[src/rtl/flash_event_pkg.sv]
package flash_event_pkg;
   // sticky / mask bit positions (decoded by software, fixed)
   localparam int EV_WP_FAULT  = 0;
   localparam int EV_ECC_RDY   = 1;
   localparam int EV_DEC_ERR   = 2;
   localparam int EV_DEC_FAIL  = 3;
   localparam int EV_CTL_RDY   = 4;
   localparam int EV_NAND_RDY  = 5;
   localparam int EV_COUNT     = 6;

   // live word positions
   localparam int LV_NAND_RDY  = 0;
   localparam int LV_CTL_RDY   = 1;
   localparam int LV_ECC_RDY   = 2;
   localparam int LV_ERR_SEEN  = 3;
   localparam int LV_CNT_LSB   = 4;

   typedef enum logic [1:0] {
      SEL_MASK   = 2'd0,
      SEL_STICKY = 2'd1,
      SEL_LIVE   = 2'd2,
      SEL_NONE   = 2'd3
   } evt_sel_e;
endpackage

[src/rtl/evt_sticky_bank.sv]
// Sticky flag bank: set by pulses, cleared as a whole by a read strobe.
module evt_sticky_bank #(
   parameter int N_SRC = 6
) (
   input  logic             clk,
   input  logic             rst_n,
   input  logic [N_SRC-1:0] set_i,
   input  logic             clr_i,
   output logic [N_SRC-1:0] flags_o
);
   generate
      for (genvar b = 0; b < N_SRC; b++) begin : g_bit
         logic q;
         always_ff @(posedge clk) begin
            if (!rst_n)
               q <= 1'b0;
            else
               q <= (q & ~clr_i) | set_i[b];   // set wins over clear
         end
         assign flags_o[b] = q;
      end
   endgenerate
endmodule

[src/rtl/evt_irq_gate.sv]
// Mask gate and interrupt reduction; output stage chosen by parameter.
module evt_irq_gate #(
   parameter int N_SRC   = 6,
   parameter bit IRQ_REG = 1'b1
) (
   input  logic             clk,
   input  logic             rst_n,
   input  logic [N_SRC-1:0] flags_i,
   input  logic [N_SRC-1:0] mask_i,
   output logic             irq_o
);
   logic [N_SRC-1:0] gated;
   logic             any_hit;

   assign gated   = flags_i & mask_i;
   assign any_hit = |gated;

   generate
      if (IRQ_REG) begin : g_reg
         logic irq_q;
         always_ff @(posedge clk) begin
            if (!rst_n)
               irq_q <= 1'b0;
            else
               irq_q <= any_hit;
         end
         assign irq_o = irq_q;
      end else begin : g_comb
         logic unused_clk;
         assign unused_clk = clk ^ rst_n;
         assign irq_o = any_hit;
      end
   endgenerate
endmodule

[src/rtl/live_status_pack.sv]
// Packs live conditions into the status word.
module live_status_pack
   import flash_event_pkg::*;
#(
   parameter int DATA_W = 8,
   parameter int CNT_W  = 2
) (
   input  logic              nand_rdy_i,
   input  logic              ctl_rdy_i,
   input  logic              ecc_rdy_i,
   input  logic              err_seen_i,
   input  logic              dec_fail_i,
   input  logic [CNT_W-1:0]  err_cnt_i,
   output logic [DATA_W-1:0] word_o,
   output logic              ready_o
);
   localparam int FAIL_POS = LV_CNT_LSB + CNT_W;

   always_comb begin
      word_o                           = '0;
      word_o[LV_NAND_RDY]              = nand_rdy_i;
      word_o[LV_CTL_RDY]               = ctl_rdy_i;
      word_o[LV_ECC_RDY]               = ecc_rdy_i;
      word_o[LV_ERR_SEEN]              = err_seen_i;
      // count only meaningful with errors detected
      word_o[LV_CNT_LSB +: CNT_W]      = err_seen_i ? err_cnt_i : '0;
      word_o[FAIL_POS]                 = dec_fail_i;
   end


   assign ready_o = nand_rdy_i & ctl_rdy_i;
endmodule

[src/rtl/flash_event_irq.sv]
// Event latch, mask, interrupt and live status unit.
module flash_event_irq
   import flash_event_pkg::*;
#(
   parameter int N_SRC   = EV_COUNT,
   parameter int DATA_W  = 8,
   parameter int ADDR_W  = 2,
   parameter int CNT_W   = 2,
   parameter bit IRQ_REG = 1'b1
) (
   input  logic              clk,
   input  logic              rst_n,
   input  logic [ADDR_W-1:0] sel_i,
   input  logic              wr_en_i,
   input  logic              rd_en_i,
   input  logic [DATA_W-1:0] wdata_i,
   output logic [DATA_W-1:0] rdata_o,
   input  logic [N_SRC-1:0]  evt_i,
   input  logic              nand_rdy_i,
   input  logic              ctl_rdy_i,
   input  logic              ecc_rdy_i,
   input  logic              err_seen_i,
   input  logic              dec_fail_i,
   input  logic [CNT_W-1:0]  err_cnt_i,
   output logic              irq_o,
   output logic              dev_ready_o
);
   localparam int LIVE_BITS = LV_CNT_LSB + CNT_W + 1;

   generate
      if (N_SRC > DATA_W) begin : g_bad_src
         $error("N_SRC must fit in DATA_W");
      end
      if (LIVE_BITS > DATA_W) begin : g_bad_live
         $error("live word does not fit in DATA_W");
      end
      if (ADDR_W < 2) begin : g_bad_addr
         $error("ADDR_W must be at least 2");
      end
   endgenerate

   logic [N_SRC-1:0]  mask_q;
   logic [N_SRC-1:0]  sticky_q;
   logic [DATA_W-1:0] live_word;
   logic              hit_mask;
   logic              hit_sticky;
   logic              hit_live;
   logic              sticky_rd;
   logic              unused_wdata;

   assign hit_mask   = (sel_i == ADDR_W'(SEL_MASK));
   assign hit_sticky = (sel_i == ADDR_W'(SEL_STICKY));
   assign hit_live   = (sel_i == ADDR_W'(SEL_LIVE));
   assign sticky_rd  = rd_en_i & hit_sticky;

   generate
      if (DATA_W > N_SRC) begin : g_wd_spare
         assign unused_wdata = ^wdata_i[DATA_W-1:N_SRC];
      end else begin : g_wd_full
         assign unused_wdata = 1'b0;
      end
   endgenerate

   // mask register, written only at its own select
   always_ff @(posedge clk) begin
      if (!rst_n)
         mask_q <= '0;
      else if (wr_en_i && hit_mask)
         mask_q <= wdata_i[N_SRC-1:0];
   end

   evt_sticky_bank #(.N_SRC(N_SRC)) u_sticky (
      .clk     (clk),
      .rst_n   (rst_n),
      .set_i   (evt_i),
      .clr_i   (sticky_rd),
      .flags_o (sticky_q)
   );

   evt_irq_gate #(.N_SRC(N_SRC), .IRQ_REG(IRQ_REG)) u_gate (
      .clk     (clk),
      .rst_n   (rst_n),
      .flags_i (sticky_q),
      .mask_i  (mask_q),
      .irq_o   (irq_o)
   );

   live_status_pack #(.DATA_W(DATA_W), .CNT_W(CNT_W)) u_live (
      .nand_rdy_i (nand_rdy_i),
      .ctl_rdy_i  (ctl_rdy_i),
      .ecc_rdy_i  (ecc_rdy_i),
      .err_seen_i (err_seen_i),
      .dec_fail_i (dec_fail_i),
      .err_cnt_i  (err_cnt_i),
      .word_o     (live_word),
      .ready_o    (dev_ready_o)
   );

   // unmapped selects read zero
   always_comb begin
      rdata_o = '0;
      if (hit_mask)
         rdata_o[N_SRC-1:0] = mask_q;
      else if (hit_sticky)
         rdata_o[N_SRC-1:0] = sticky_q;
      else if (hit_live)
         rdata_o = live_word;
   end
endmodule

[config.mk]
export PLATFORM = sky130hd
export DESIGN_NAME = flash_event_irq
export DESIGN_NICKNAME = d
export VERILOG_FILES = /design/src/rtl/flash_event_pkg.sv /design/src/rtl/evt_sticky_bank.sv /design/src/rtl/evt_irq_gate.sv /design/src/rtl/live_status_pack.sv /design/src/rtl/flash_event_irq.sv
export SDC_FILE = /design/constraint.sdc
export NUM_CORES = 1
export LEC_CHECK = 0
export ABC_AREA = 0
export BUFFER_PORTS_ARGS = -buffer_cell sky130_fd_sc_hd__buf_4
export CAP_MARGIN = 40
export CELL_PAD_IN_SITES_DETAIL_PLACEMENT = 0
export CELL_PAD_IN_SITES_GLOBAL_PLACEMENT = 1
export CORE_ASPECT_RATIO = 1.75
export CORE_MARGIN = 1
export CORE_UTILIZATION = 26
export CTS_CLUSTER_DIAMETER = 60
export DETAILED_ROUTE_END_ITERATION = 8
export GPL_ROUTABILITY_DRIVEN = 1
export GPL_TIMING_DRIVEN = 0
export PLACE_DENSITY = 0.8
export SLEW_MARGIN = 20
export SYNTH_ARGS = -nofsm -noshare
export SYNTH_HDL_FRONTEND = slang
export SYNTH_SLANG_ARGS = --single-unit
[constraint.sdc]
create_clock -name clk -period 1.15 [get_ports clk]
set_clock_uncertainty 0.2 [all_clocks]
set_input_delay 0.115 -clock clk [delete_from_list [all_inputs] [get_ports clk]]
set_output_delay 0.115 -clock clk [all_outputs]
set_load 0.02 [all_outputs]
==> results.py <==
metrics = {
    "global_routing": {
        "grt_pass1_wl_mm": 2.42,
        "globalRouteTotalUtil_pct": 13.6,
        "grt_max_degree": 11,
        "grt_pass1_vias": 626,
        "grt_overflow": 0,
        "antenna_found_initial": 0,
    },
    "worst_setup_path": {
        "rr_startpoint": "mask_q[2]$_SDFFE_PN0P_",
        "critPathLaunchType": "register",
        "critical-path-slowest-cell": "dfxtp_2",
        "endpoint_kind": "output port",
        "crit_required_ns": 0.83,
        "cp_max_fo": 2,
        "ff2ff_setup_slack_ns": 0.04,
        "reg2reg_depth": 3,
        "path_cells": "mux2i_1, o21ai_1, buf_4",
        "endpoint": "rdata_o[2]",
        "r2r_end": "u_gate.irq_o$_SDFF_PN0_",
        "crit_start": "mask_q[2]$_SDFFE_PN0P_",
        "critPathKind": "register to output port",
        "crit_path_max_incr_delay_ns": 0.33,
        "crit_arrival_ns": 0.96,
    },
    "die": {
        "start_util_pct": 27.4,
        "dieArea_sq_mm": 0.00260,
        "io-pin-count": 37,
        "fp.coreArea_sq_mm": 0.00227,
        "row_count": 23,
        "chipHeight_microns": 66.7,
        "die_width_microns": 39.0,
    },
    "timing": {
        "rsz0062_at_grt": "true",
        "finalCritPeriodShare_pct": 111,
        "max_freq_ghz": 0.785,
        "setup_tns_ns": -0.568,
        "final-hold-violation-count": 0,
        "drv_slew": 0,
        "final.setup.worst_slack_ns": -0.123,
        "period_needed_ns": 1.27,
        "setup_viol": 6,
    },
    "synth": {
        "yosys-top-cells-area": "dfxtp_1 42%, mux2i_1 19%, nor2_1 7.2%",
        "yosys-top-cells-count": "13 x dfxtp_1, 12 x mux2i_1, 12 x nor2_1",
        "avgSynthCellArea_sq_um": 8.88,
        "yosys.area.top_type": "dfxtp_1",
        "async_flop_share_pct": 0,
        "yosysMostFrequentCell": "dfxtp_1",
        "yosysWarnings": 0,
        "synthFlopType": "dfxtp_1",
        "synth_cells": 70,
        "ys_seq_elements": 13,
        "synth_nets": 97,
        "syn_area_sq_um": 622,
        "ys_seq_area_share_pct": 41.9,
        "synth-edff-count": 0,
        "synth_top_cell_area_share_pct": 41.9,
        "ys_types": 19,
    },
    "cts": {
        "htreeDepth": 1,
        "cts_tree": "built",
        "worstSkewPairLatency_ns": 0.24,
        "cts_num_sinks": 13,
        "clkTransAtPathRegs_ns": 0.05,
        "clk_path_buf_depth": 2,
        "numCtsBuffers": 3,
        "clockRootBuffer": "clkbuf_8",
    },
    "routing": {
        "wl_per_cell_microns": 11.1,
        "first_pass_iters": 4,
        "ant_nets": 0,
        "vias": 697,
        "routed_wl_mm": 1.67,
        "viasPerCell": 4.62,
        "drtIter0Drc": 21,
        "drc": 0,
    },
    "min_path": {
        "holdCritPathClass": "input port to register",
    },
    "power": {
        "totalPowerFinal_mw": 1.17,
        "irDropWorstVdd_v": 0.000669,
        "power.density_mw_per_mm2": 1010,
        "leakagePower_nw": 0.526,
    },
    "layout": {
        "num_antenna_cells": 0,
        "syn_to_final_growth_pct": 85.5,
        "fin_nets": 154,
        "final_cells": 151,
        "drive_gt1_share_pct": 46.0,
        "final_core_utilization_pct": 50.7,
        "num-fill-cells": 218,
    },
    "placed_design": {
        "place_ws_ns": -0.161,
        "place_inst": 126,
        "gp_congestion": 0.758,
        "port_buffers": 31,
    },
    "run": {
        "maxCapViolations": 0,
    },
    "run_status": {
        "status": "finished, violations left",
        "violations": "negative setup slack",
    },
}
[critical path, delay by kind of cell (launching register included)]
family,cells,cell delay (ns)
buffers and inverters,1,0.17
muxes,1,0.07
DFF,1,0.33
AOI/OAI and AO/OA,1,0.16
[cells by family after synthesis]
kind of cell	after synthesis	share of synthesized area (%)
AOI/OAI and AO/OA	16	14.3
buffers and inverters	5	5.43
DFF	13	41.9
muxes	12	19.3
other	1	0.603
and+or+nand+nor	23	18.5
[area by class of cell]
class | count | area [sq um] | share of cell area, %
inverters | 1 | 3.75 | 0.325
repair buffers | 52 | 425 | 36.9
clock buffers | 4 | 45.0 | 3.90
multi-input cells | 52 | 330 | 28.6
flip-flops and latches | 13 | 275 | 23.9
well taps | 25 | 31.3 | 2.71
plain buffers | 4 | 42.5 | 3.69
[how the worst min path moves through the flow]
stage             start                              to  slack, ns  depth (start not counted)
6_report       sel_i[1]          mask_q[4]$_SDFFE_PN0P_       0.09                          4
5_1_grt        sel_i[0]          mask_q[0]$_SDFFE_PN0P_       0.12                          4
4_1_cts        sel_i[1]          mask_q[0]$_SDFFE_PN0P_       0.09                          4
3_5_place_dp   evt_i[1]  u_sticky.g_bit[1].q$_SDFF_PN0_       0.13                          3
3_3_place_gp   evt_i[5]  u_sticky.g_bit[5].q$_SDFF_PN0_       0.12                          3
2_1_floorplan  evt_i[0]  u_sticky.g_bit[0].q$_SDFF_PN0_       0.03                          2
[per-layer routing]
| layer | track usage [%] | vias to the layer above | wire (microns) |
|---|---|---|---|
| li1 | - | 352 | - |
| met1 | 11.6 | 316 | 591 |
| met2 | 25.8 | 27 | 949 |
| met3 | 3.33 | 2 | 115 |
| met4 | 7.76 | 0 | 18 |
| met5 | 0 | - | 0 |
[state kept, by name, summed over array words and instances, names as in the netlist]
name	cells
mask_q	6
u_sticky.g_bit.q	6
u_gate.irq_o	1
[cell usage in the layout (no fill, tap or decap)]
cell type / netlist / layout
nand3b_1: 1 / 1
clkbuf_1: 1 / 2
and2_1: 2 / 2
buf_12: 0 / 1
a22oi_1: 3 / 3
nor2b_2: 0 / 1
dlygate4sd3_1: 0 / 14
nor2_1: 12 / 12
o21ai_1: 5 / 6
nand2_1: 4 / 4
buf_4: 2 / 39
conb_1: 1 / 1
inv_1: 1 / 1
a31oi_1: 1 / 1
buf_6: 1 / 1
a21oi_1: 6 / 6
nand3_1: 2 / 2
mux2i_1: 12 / 12
nor3b_4: 1 / 1
clkbuf_8: 0 / 3
dfxtp_1: 13 / 1
dfxtp_2: 0 / 12
[metrics by stage]
step	hold slack, ns	cell area (sq um)
2_1_floorplan	0.0324	637
5_1_grt	0.116	1150
3_3_place_gp	0.123	901
3_5_place_dp	0.130	901
6_report	0.0893	1150
4_1_cts	0.0892	1150
[where the power goes]
part           total (mW)  internal (mW)  switching [mW]
Sequential          0.494          0.480          0.0141
Clock               0.394          0.244           0.150
Combinational       0.282          0.168           0.113
Total                1.17          0.892           0.277
[repair_timing]
action | 4_1_cts | 5_1_grt
hold endpoints to repair | 12 | 0
endpoints found under the setup margin | 6 | 7
gates resized for setup | 12 | 0
hold buffers | 14 | 0
setup buffers | 7 | 0
gates cloned | 0 | 0
pin swaps | 2 | 3
Note: power is estimated with default switching activity, not from simulation.
